$ cat config.mk
export PLATFORM = sky130hd
export DESIGN_NAME = ls_addr_gen
export DESIGN_NICKNAME = d
export VERILOG_FILES = /design/src/rtl/ls_agu_pkg.sv /design/src/rtl/agu_imm_unit.sv /design/src/rtl/agu_index_unit.sv /design/src/rtl/agu_out_stage.sv /design/src/rtl/ls_addr_gen.sv
export SDC_FILE = /design/constraint.sdc
export NUM_CORES = 1
export LEC_CHECK = 0
export BUFFER_PORTS_ARGS = -buffer_cell sky130_fd_sc_hd__buf_2
export CAP_MARGIN = 10
export CORE_UTILIZATION = 50
export DETAILED_ROUTE_END_ITERATION = 10
export HOLD_SLACK_MARGIN = 0.08
export PLACE_DENSITY = 0.76
export RECOVER_POWER = 25
export SYNTH_ARGS = -nofsm -noshare
export SYNTH_HDL_FRONTEND = slang
export SYNTH_SLANG_ARGS = --single-unit
export TNS_END_PERCENT = 1
$ cat constraint.sdc
create_clock -name clk -period 15.07 [get_ports clk]
set_input_delay 1.507 -clock clk [delete_from_list [all_inputs] [get_ports clk]]
set_output_delay 1.507 -clock clk [all_outputs]
set_load 0.02 [all_outputs]
$ cat src/rtl/ls_agu_pkg.sv
package ls_agu_pkg;

   typedef enum logic [2:0] {
      AM_SCALED = 3'd0,
      AM_PRE    = 3'd1,
      AM_POST   = 3'd2,
      AM_REGOFF = 3'd3
   } am_e;

   typedef enum logic [1:0] {
      SZ_BYTE = 2'd0,
      SZ_HALF = 2'd1,
      SZ_WORD = 2'd2,
      SZ_DBL  = 2'd3
   } sz_e;

   typedef enum logic [1:0] {
      IX_ZEXT32 = 2'd0,
      IX_SEXT32 = 2'd1,
      IX_FULL   = 2'd2,
      IX_FULLS  = 2'd3
   } ix_e;

   localparam int unsigned MODE_W  = 3;
   localparam int unsigned SIZE_W  = 2;
   localparam int unsigned NUM_SZ  = 4;
   localparam int unsigned MAX_SH  = NUM_SZ - 1;

   function automatic logic mode_legal(input logic [MODE_W-1:0] m);
      return (m == AM_SCALED) || (m == AM_PRE) || (m == AM_POST) || (m == AM_REGOFF);
   endfunction

   function automatic logic mode_writes_base(input logic [MODE_W-1:0] m);
      return (m == AM_PRE) || (m == AM_POST);
   endfunction

endpackage

$ cat src/rtl/agu_imm_unit.sv
module agu_imm_unit
   import ls_agu_pkg::*;
#(
   parameter int unsigned ADDR_W = 64,
   parameter int unsigned UIMM_W = 12,
   parameter int unsigned SIMM_W = 9
) (
   input  logic [SIZE_W-1:0] size_i,
   input  logic [UIMM_W-1:0] uimm_i,
   input  logic [SIMM_W-1:0] simm_i,
   output logic [ADDR_W-1:0] uoff_o,
   output logic [ADDR_W-1:0] soff_o
);

   localparam int unsigned UPAD = ADDR_W - UIMM_W;
   localparam int unsigned SPAD = ADDR_W - SIMM_W;

   if (UIMM_W + MAX_SH > ADDR_W) begin : g_bad_uimm
      $error("agu_imm_unit: scaled immediate does not fit ADDR_W");
   end
   if (SIMM_W < 2 || SIMM_W >= ADDR_W) begin : g_bad_simm
      $error("agu_imm_unit: SIMM_W out of range");
   end

   logic [ADDR_W-1:0] uimm_zx;
   logic [ADDR_W-1:0] scaled [NUM_SZ];

   assign uimm_zx = {{UPAD{1'b0}}, uimm_i};

   for (genvar s = 0; s < NUM_SZ; s++) begin : g_scale
      assign scaled[s] = uimm_zx << s;
   end

   always_comb begin
      uoff_o = scaled[0];
      for (int s = 1; s < NUM_SZ; s++) begin
         if (size_i == SIZE_W'(s)) uoff_o = scaled[s];
      end
   end

   assign soff_o = {{SPAD{simm_i[SIMM_W-1]}}, simm_i};

endmodule

$ cat src/rtl/agu_index_unit.sv
module agu_index_unit
   import ls_agu_pkg::*;
#(
   parameter int unsigned ADDR_W = 64,
   parameter int unsigned HALF_W = 32
) (
   input  logic [ADDR_W-1:0] index_i,
   input  logic [1:0]        ext_i,
   input  logic              shift_en_i,
   input  logic [SIZE_W-1:0] size_i,
   output logic [ADDR_W-1:0] off_o
);

   localparam int unsigned XPAD = ADDR_W - HALF_W;

   if (HALF_W == 0 || HALF_W >= ADDR_W) begin : g_bad_half
      $error("agu_index_unit: HALF_W must be below ADDR_W");
   end

   logic [ADDR_W-1:0] ext_val;
   logic [ADDR_W-1:0] shifted [NUM_SZ];
   logic [SIZE_W-1:0] amt;

   always_comb begin
      unique case (ext_i)
         IX_ZEXT32: ext_val = {{XPAD{1'b0}}, index_i[HALF_W-1:0]};
         IX_SEXT32: ext_val = {{XPAD{index_i[HALF_W-1]}}, index_i[HALF_W-1:0]};
         default:   ext_val = index_i;
      endcase
   end

   assign amt = shift_en_i ? size_i : '0;

   for (genvar s = 0; s < NUM_SZ; s++) begin : g_shift
      assign shifted[s] = ext_val << s;
   end

   always_comb begin
      off_o = shifted[0];
      for (int s = 1; s < NUM_SZ; s++) begin
         if (amt == SIZE_W'(s)) off_o = shifted[s];
      end
   end

endmodule

$ cat src/rtl/agu_out_stage.sv
module agu_out_stage #(
   parameter int unsigned ADDR_W = 64
) (
   input  logic              clk,
   input  logic              rst_n,
   input  logic              take_i,
   input  logic              legal_i,
   input  logic              wb_req_i,
   input  logic [ADDR_W-1:0] addr_i,
   input  logic [ADDR_W-1:0] wb_i,
   output logic              valid_o,
   output logic              wb_en_o,
   output logic [ADDR_W-1:0] addr_o,
   output logic [ADDR_W-1:0] wb_o
);

   logic load;
   assign load = take_i & legal_i;

   always_ff @(posedge clk) begin
      if (!rst_n) begin
         valid_o <= 1'b0;
         wb_en_o <= 1'b0;
         addr_o  <= '0;
         wb_o    <= '0;
      end else begin
         valid_o <= load;
         wb_en_o <= load & wb_req_i;
         if (load) begin
            addr_o <= addr_i;
            wb_o   <= wb_i;
         end
      end
   end

   // a writeback is only ever flagged on a valid result
   p_wb_needs_valid_r5: assert property (@(posedge clk) disable iff (!rst_n)
      wb_en_o |-> valid_o);

   // legal request yields a result next cycle
   p_latency_r7: assert property (@(posedge clk) disable iff (!rst_n)
      (take_i && legal_i) |=> valid_o);

   // rejected codes keep outputs
   p_reject_r8: assert property (@(posedge clk) disable iff (!rst_n)
      (take_i && !legal_i) |=> (!valid_o && !wb_en_o && $stable(addr_o) && $stable(wb_o)));

   // idle cycles hold the result registers
   p_idle_hold_r10: assert property (@(posedge clk) disable iff (!rst_n)
      !take_i |=> (!valid_o && !wb_en_o && $stable(addr_o) && $stable(wb_o)));

endmodule

$ cat src/rtl/ls_addr_gen.sv
module ls_addr_gen
   import ls_agu_pkg::*;
#(
   parameter int unsigned ADDR_W = 64,
   parameter int unsigned UIMM_W = 12,
   parameter int unsigned SIMM_W = 9,
   parameter int unsigned HALF_W = 32
) (
   input  logic              clk,
   input  logic              rst_n,
   input  logic              in_valid,
   input  logic [2:0]        in_mode,
   input  logic [1:0]        in_size,
   input  logic [ADDR_W-1:0] in_base,
   input  logic [ADDR_W-1:0] in_index,
   input  logic [UIMM_W-1:0] in_imm12,
   input  logic [SIMM_W-1:0] in_imm9,
   input  logic [1:0]        in_ext,
   input  logic              in_shift,
   output logic              out_valid,
   output logic [ADDR_W-1:0] out_addr,
   output logic              out_wb_en,
   output logic [ADDR_W-1:0] out_wb_data
);

   logic [ADDR_W-1:0] uoff, soff, xoff, offset, sum, addr_sel;
   logic              legal, wb_req;

   agu_imm_unit #(.ADDR_W(ADDR_W), .UIMM_W(UIMM_W), .SIMM_W(SIMM_W)) imm_i (
      .size_i (in_size),
      .uimm_i (in_imm12),
      .simm_i (in_imm9),
      .uoff_o (uoff),
      .soff_o (soff)
   );

   agu_index_unit #(.ADDR_W(ADDR_W), .HALF_W(HALF_W)) idx_i (
      .index_i    (in_index),
      .ext_i      (in_ext),
      .shift_en_i (in_shift),
      .size_i     (in_size),
      .off_o      (xoff)
   );

   assign legal  = mode_legal(in_mode);
   assign wb_req = mode_writes_base(in_mode);

   always_comb begin
      unique case (in_mode)
         AM_SCALED:        offset = uoff;
         AM_PRE, AM_POST:  offset = soff;
         AM_REGOFF:        offset = xoff;
         default:          offset = '0;
      endcase
   end

   assign sum      = in_base + offset;
   assign addr_sel = (in_mode == AM_POST) ? in_base : sum;

   agu_out_stage #(.ADDR_W(ADDR_W)) out_i (
      .clk      (clk),
      .rst_n    (rst_n),
      .take_i   (in_valid),
      .legal_i  (legal),
      .wb_req_i (wb_req),
      .addr_i   (addr_sel),
      .wb_i     (sum),
      .valid_o  (out_valid),
      .wb_en_o  (out_wb_en),
      .addr_o   (out_addr),
      .wb_o     (out_wb_data)
   );

   // pre-update drives the same value on bus and writeback
   p_pre_same_r2: assert property (@(posedge clk) disable iff (!rst_n)
      (in_valid && in_mode == AM_PRE) |=> (out_wb_en && out_addr == out_wb_data));

   // post-update puts the untouched base on the bus
   p_post_base_r3: assert property (@(posedge clk) disable iff (!rst_n)
      (in_valid && in_mode == AM_POST) |=> (out_wb_en && out_addr == $past(in_base)));

   // scaled and register-offset forms never write back
   p_no_wb_r5: assert property (@(posedge clk) disable iff (!rst_n)
      (in_valid && (in_mode == AM_SCALED || in_mode == AM_REGOFF)) |=>
      (!out_wb_en && out_addr == out_wb_data));

endmodule

==> flow_summary.yaml, run 1 <==
timing:
  slew_viol_final: 0
  finalSetupViolations: 0
  layout_min_cycle_time_ns: 6.92
  post-route-period-util_pct: 45.9
  fin_skew_ns: 0
  totalNegativeSetupSlack_ns: 0
  tightest_slew_ns: 1.08
  hold_violations: 0
  timing.slew.headroom_pct: 27.8
  hold_ws_ns: 0.454
  rsz0062_at_grt: "no"
  max_freq_mhz: 144
worst_hold_path:
  holdPathStages: 2
  hp-class: "flip-flop to flip-flop"
  hold_path_end: "out_i.wb_o[7]$_SDFFE_PN0P_"
  min-delay-start: "out_i.wb_o[7]$_SDFFE_PN0P_"
power_and_ir_drop:
  power_switching_share_pct: 40.9
  clockPowerShare_pct: 33.3
  power.internal_mw: 0.777
  power_mw: 1.31
  leakage_nw: 5.92
  p_seq_share_pct: 29.4
  comb_power_share_pct: 37.3
  powerDensity_mw_per_mm2: 97.2
  p_switching_mw: 0.537
  ir_drop_mv: 0.0620
setup_path:
  arrival_ns: 7.24
  endpoint_kind: "flip-flop"
  reg2reg_depth: 2
  critPathLaunchType: "input pin"
  r2r-start: "out_i.addr_o[51]$_SDFFE_PN0P_"
  critPathMaxFanout: 40
  r2r-end: "out_i.addr_o[51]$_SDFFE_PN0P_"
  crit_required_ns: 15.38
  critPathKind: "input pin to flip-flop"
  rrSetupSlack_ns: 14.08
status:
  run_status: "finished, final reports clean"
yosys:
  ys_seq_elements: 130
  yosys.area.top_type_share_pct: 22.4
  synth-edff-count: 0
  synth_area_leaders: "dfxtp_1 (22%), nand2_1 (9.1%), a21oi_1 (8.9%), ha_1 (6.8%), o21ai_0 (5.5%)"
  synth-seq-area-share_pct: 22.4
  ys.flop_type: "dfxtp_1"
  synth.distinct_cells: 82
  synth_area_per_cell_um2: 7.04
  syn_area_mm2: 0.0116
  async_flop_share_pct: 0
  syn_nets: 1875
  syn_inst: 1651
  synth_top_area_cell: "dfxtp_1"
  yosysWarnings: 0
floorplan:
  start_util_pct: 51.2
  die_y_um: 154
  die_w_um: 154
  boundaryPins: 290
  floorplan.die_area_mm2: 0.0239
  rows: 55
  core_mm2: 0.0227
placed_design:
  io_buffers: 289
  postPlaceCellArea_mm2: 0.0130
  dp_hpwl_mm: 34.8
  gp_congestion: 1.02
  dp.cells: 2103
final_layout:
  final_cells: 2141
  area_delta_synth_final_pct: 16.3
  final_area_mm2: 0.0135
  drive_above_1_share_pct: 16.9
  nNetsFinal: 2061
drt:
  drt_pre_antenna_iters: 5
  drtIter0Drc: 1523
  via_per_inst: 6.53
  wl_per_cell_um: 21.8
  drc_errors: 0
  dr_wl_met2_mm: 20.8
  wl_met3_mm: 4.20
  dr.max_layer_used: "met5"
  vias: 14000
  finalWirelength_mm: 46.8
  wl_met1_mm: 20.7
  ant_nets: 0
clock_tree:
  cts_tree: "built"
  post_cts_buffers: 0
  cts_hold_buf: 0
  ctsResizeCount: 0
  cts_max_level: 4
  clock_path_buffers: 2
  clk_latency_ns: 0.44
  clkTransAtPathRegs_ns: 0.07
  numCtsBuffers: 17
  cts_root_buffer: "clkbuf_16"
  clock-sinks: 130
global_routing:
  first_global_vias: 12300
  grt_max_degree: 87
  antenna_found_initial: 5
  grt_pass1_wl_mm: 71.1
  grt_overflow: 0
  grt_use_total_pct: 38.2
flow_run:
  drv_cap: 0
-- critical path, stage by stage --
cell       delay (ns)
buf_2            0.55
inv_1            0.41
nor2_1           0.47
nand2_1          0.10
buf_4            0.30
o22ai_1          0.18
a211oi_1         0.07
a221o_1          0.31
ha_1             0.36
nand2_1          0.07
o21ai_0          0.16
a21oi_1          0.17
o311ai_1         0.63
a21o_1           0.34
a21oi_4          0.12
o31ai_1          0.64
a311oi_2         0.27
xnor2_1          0.18
a2111oi_0        0.35
-- synth_stat cells, types with 3 or more instances --
library cell,n
a2111oi_0,3
a211o_1,26
a211oi_1,23
a21boi_0,5
a21o_1,32
a21oi_1,206
a221o_1,7
a221oi_1,9
a22o_1,4
a22oi_1,11
a311oi_1,19
a31oi_1,16
and2_1,7
and3_1,6
buf_1,15
buf_2,3
buf_4,9
clkbuf_1,109
dfxtp_1,130
ha_1,63
inv_1,15
mux2_2,6
mux2i_1,23
mux4_2,6
nand2_1,283
nand2b_1,9
nand3_1,49
nand4_1,25
nand4b_1,3
nor2_1,125
nor2b_1,9
nor3_1,26
nor4_1,5
o211ai_1,19
o21a_1,5
o21ai_0,128
o21bai_1,15
o221a_2,5
o221ai_1,3
o22ai_1,60
o31ai_1,11
or3_1,9
xnor2_1,40
xor2_1,19
-- worst max-delay path by stage --
stage	to	startpoint	slack, ns	depth (start not counted)
2_1_floorplan	out_i.addr_o[43]$_SDFFE_PN0P_	in_size[0]	9.20	19
3_3_place_gp	out_i.addr_o[56]$_SDFFE_PN0P_	in_size[1]	8.00	19
3_5_place_dp	out_i.addr_o[56]$_SDFFE_PN0P_	in_size[1]	7.90	19
4_1_cts	out_i.addr_o[56]$_SDFFE_PN0P_	in_size[1]	8.34	19
5_1_grt	out_i.addr_o[56]$_SDFFE_PN0P_	in_size[1]	7.84	19
6_report	out_i.addr_o[56]$_SDFFE_PN0P_	in_size[1]	8.15	19
-- sequential cells by signal, summed over array words and instances (netlist names) --
name	flops
out_i.addr_o	64
out_i.wb_o	64
out_i.valid_o	1
out_i.wb_en_o	1
-- cell usage in the layout, fill, tap and decap left out, types with 6 or more instances in the layout --
cell       instances
nor2b_1            8
nor3_1            26
buf_4             14
o22ai_1           60
dfxtp_1          130
xor2_1            19
clkbuf_16         17
a211oi_1          23
nand2b_1           8
a22oi_1           11
or3_1              9
buf_2            224
and2_1             6
o21bai_1          15
ha_1              63
o31ai_1           11
a311oi_1          19
nand3_1           49
o21ai_0          128
o211ai_1          19
a31oi_1           16
mux2i_1           23
diode_2            6
mux2_2             6
nand4_1           25
nand2_1          282
inv_1             15
a21o_1            32
clkbuf_1          65
a211o_1           26
nor2_1           124
a21oi_1          206
and3_1             6
mux4_2             6
a221o_1            7
xnor2_1           40
a221oi_1           9
-- power by group through the flow --
stage / Combinational, mW / Clock [mW] / Sequential [mW]
3_5_place_dp: 0.482 / 0 / 0.393
2_1_floorplan: 0.297 / 0 / 0.426
6_report: 0.491 / 0.437 / 0.386
3_3_place_gp: 0.480 / 0 / 0.392
5_1_grt: 0.529 / 0.451 / 0.389
4_1_cts: 0.484 / 0.440 / 0.385
-- final cells by class --
| cell class | instances | area [µm²] |
|---|---|---|
| Antenna cell | 6 | 15.0 |
| Multi-Input combinational cell | 1369 | 8430 |
| Sequential cell | 130 | 2600 |
| Clock inverter | 14 | 144 |
| Clock buffer | 18 | 439 |
| Fill cell | 2235 | 9190 |
| Timing Repair Buffer | 303 | 1470 |
| Tap cell | 285 | 357 |
| Inverter | 16 | 61.3 |
-- logic make-up after synthesis --
group	after synthesis	synth area share, %
xor+xnor	59	4.45
mux	35	3.73
flops	130	22.4
buf+inv	152	5.23
compound gates	644	36.0
fa+ha+maj	64	6.96
simple gates	567	21.2
-- through the flow --
step / worst slack [ns] / util [%]
after CTS: 8.34 / 59.8
after global placement: 8.00 / 57.3
after floorplan: 9.20 / -
final: 8.15 / 59.5
after detailed placement: 7.90 / 57.3
after global routing: 7.84 / 59.5
-- routing by layer --
layer  up-vias  track usage (%)
met1      6616             54.8
met2       810             59.0
met3        71             5.77
met4         2             10.8
li1       6490                -
met5         -                0
No activity file was read; power rests on OpenSTA's default activity.
==> run 2, diff against run 1 <==
==> constraint.sdc (replaced) <==
create_clock -name clk -period 6.68 [get_ports clk]
set_input_delay 0.668 -clock clk [delete_from_list [all_inputs] [get_ports clk]]
set_output_delay 0.668 -clock clk [all_outputs]
set_load 0.02 [all_outputs]
==> run 2 against run 1 <==
  * Combinational power increased by 130%
  * Clock power increased by 110%
  * Clock skew unchanged
  * Power increased by 120%
  * Critical path type unchanged
==> flow_summary.yaml, run 2 (synthesis gave the netlist of run 1 again) <==
status:
  run_status: "finished, final reports clean"
timing:
  slew_viol_final: 0
  rsz0062_at_grt: "no"
  tightest_slew_ns: 0.981
  totalNegativeSetupSlack_ns: 0
  hold_violations: 0
  max_freq_mhz: 174
  fin_skew_ns: 0
  finalSetupViolations: 0
  timing.slew.headroom_pct: 34.1
  post-route-period-util_pct: 85.9
  layout_min_cycle_time_ns: 5.74
  hold_ws_ns: 0.452
setup_path:
  endpoint_kind: "flip-flop"
  arrival_ns: 6.06
  critPathKind: "input pin to flip-flop"
  critPathLaunchType: "input pin"
  critPathMaxFanout: 38
  reg2reg_depth: 2
  crit_required_ns: 7.00
  crit_start: "in_size[1]"
  r2r-start: "out_i.addr_o[39]$_SDFFE_PN0P_"
worst_hold_path:
  min-delay-start: "out_i.addr_o[2]$_SDFFE_PN0P_"
  hp-class: "flip-flop to flip-flop"
  holdPathStages: 2
final_layout:
  fillers: 2236
  drive_above_1_share_pct: 17.2
  final_area_mm2: 0.0135
  area_delta_synth_final_pct: 16.5
  layout_common_cells: "nand2_1 (282), buf_2 (224), a21oi_1 (206)"
  layout_commonest_cell: "nand2_1"
  top_regs: "out_i.addr_o: 64 flops, out_i.wb_o: 64 flops"
  nNetsFinal: 2068
drt:
  dr_wl_met2_mm: 19.6
  vias: 13900
  via_per_inst: 6.49
  wl_met3_mm: 4.90
  finalWirelength_mm: 45.7
  dr.max_layer_used: "met5"
  ant_nets: 0
  drc_errors: 0
  drt_pre_antenna_iters: 6
  drtIter0Drc: 1529
  wl_met1_mm: 19.7
  wl_per_cell_um: 21.3
global_routing:
  grt_overflow: 0
  first_global_vias: 12600
  grt_use_total_pct: 37.5
  antenna_found_initial: 4
  grt_max_degree: 84
  grt_pass1_wl_mm: 70.1
floorplan:
  die_w_um: 154
  rows: 55
  floorplan.die_area_mm2: 0.0239
  start_util_pct: 51.2
  core_mm2: 0.0227
  boundaryPins: 290
  die_y_um: 154
placed_design:
  dp_hpwl_mm: 34.5
  postPlaceCellArea_mm2: 0.0131
  gp_congestion: 1.07
  io_buffers: 289
clock_tree:
  cts_hold_buf: 0
  cts_tree: "built"
  numCtsBuffers: 17
  clk_latency_ns: 0.43
  cts_max_level: 4
  clkTransAtPathRegs_ns: 0.08
  clock_path_buffers: 2
  cts_root_buffer: "clkbuf_16"
  ctsResizeCount: 0
  post_cts_buffers: 0
  clock-sinks: 130
power_and_ir_drop:
  leakage_nw: 5.93
  ir_drop_mv: 0.106
  powerDensity_mw_per_mm2: 215
flow_run:
  drv_cap: 0
==> run 2: layout make-up <==
cell class / instances / area (µm²) / share of cell area, %
Multi-Input combinational cell: 1369 / 8430 / 62.3
Clock buffer: 19 / 453 / 3.35
Clock inverter: 12 / 108 / 0.795
Timing Repair Buffer: 310 / 1520 / 11.2
Antenna cell: 3 / 7.51 / 0.0554
Sequential cell: 130 / 2600 / 19.2
Tap cell: 285 / 357 / 2.63
Inverter: 16 / 61.3 / 0.453
==> run 2: power breakdown <==
part	leakage [nW]	switching, mW	internal (mW)	total (mW)
registers	1.07	0.0339	0.838	0.872
logic	4.59	0.728	0.380	1.11
clock network	0.271	0.405	0.531	0.935
==> run 2: metrics by stage <==
stage / instances / util, % / worst slack (ns) / power [mW]
6_report: 2144 / 59.6 / 0.940 / 2.92
4_1_cts: 2141 / 60.0 / 1.16 / 2.90
3_3_place_gp: 2110 / 57.5 / 0.902 / 1.97
5_1_grt: 2143 / 59.6 / 0.728 / 3.05
3_5_place_dp: 2110 / 57.5 / 0.765 / 1.97
2_1_floorplan: 1651 / - / 1.65 / 1.63
==> run 2: worst paths after layout <==
check | end | slack (ns)
max | out_i.addr_o[56]$_SDFFE_PN0P_ | 0.94
max reg2reg | out_i.addr_o[39]$_SDFFE_PN0P_ | 5.79
min | out_i.addr_o[2]$_SDFFE_PN0P_ | 0.45
min reg2reg | out_i.addr_o[2]$_SDFFE_PN0P_ | 0.45
==> run 2: critical path: stages <==
cell and delay, ns:
buf_2 0.52, inv_1 0.41, nor2_1 0.23, nand2_1 0.11
buf_4 0.32, o22ai_1 0.17, a211oi_1 0.07, a221o_1 0.31
ha_1 0.39, nand4_1 0.17, o311ai_1 0.52, a21o_1 0.33
a21oi_4 0.12, o31ai_1 0.85, a311oi_2 0.28, xnor2_1 0.19
a2111oi_0 0.37
==> run 2: metal layers <==
layer  global-route usage [%]  vias up
met4                     13.2        2
met2                     57.0      883
met5                        0        -
li1                         -     6506
met1                     53.0     6420
met3                     6.36      103
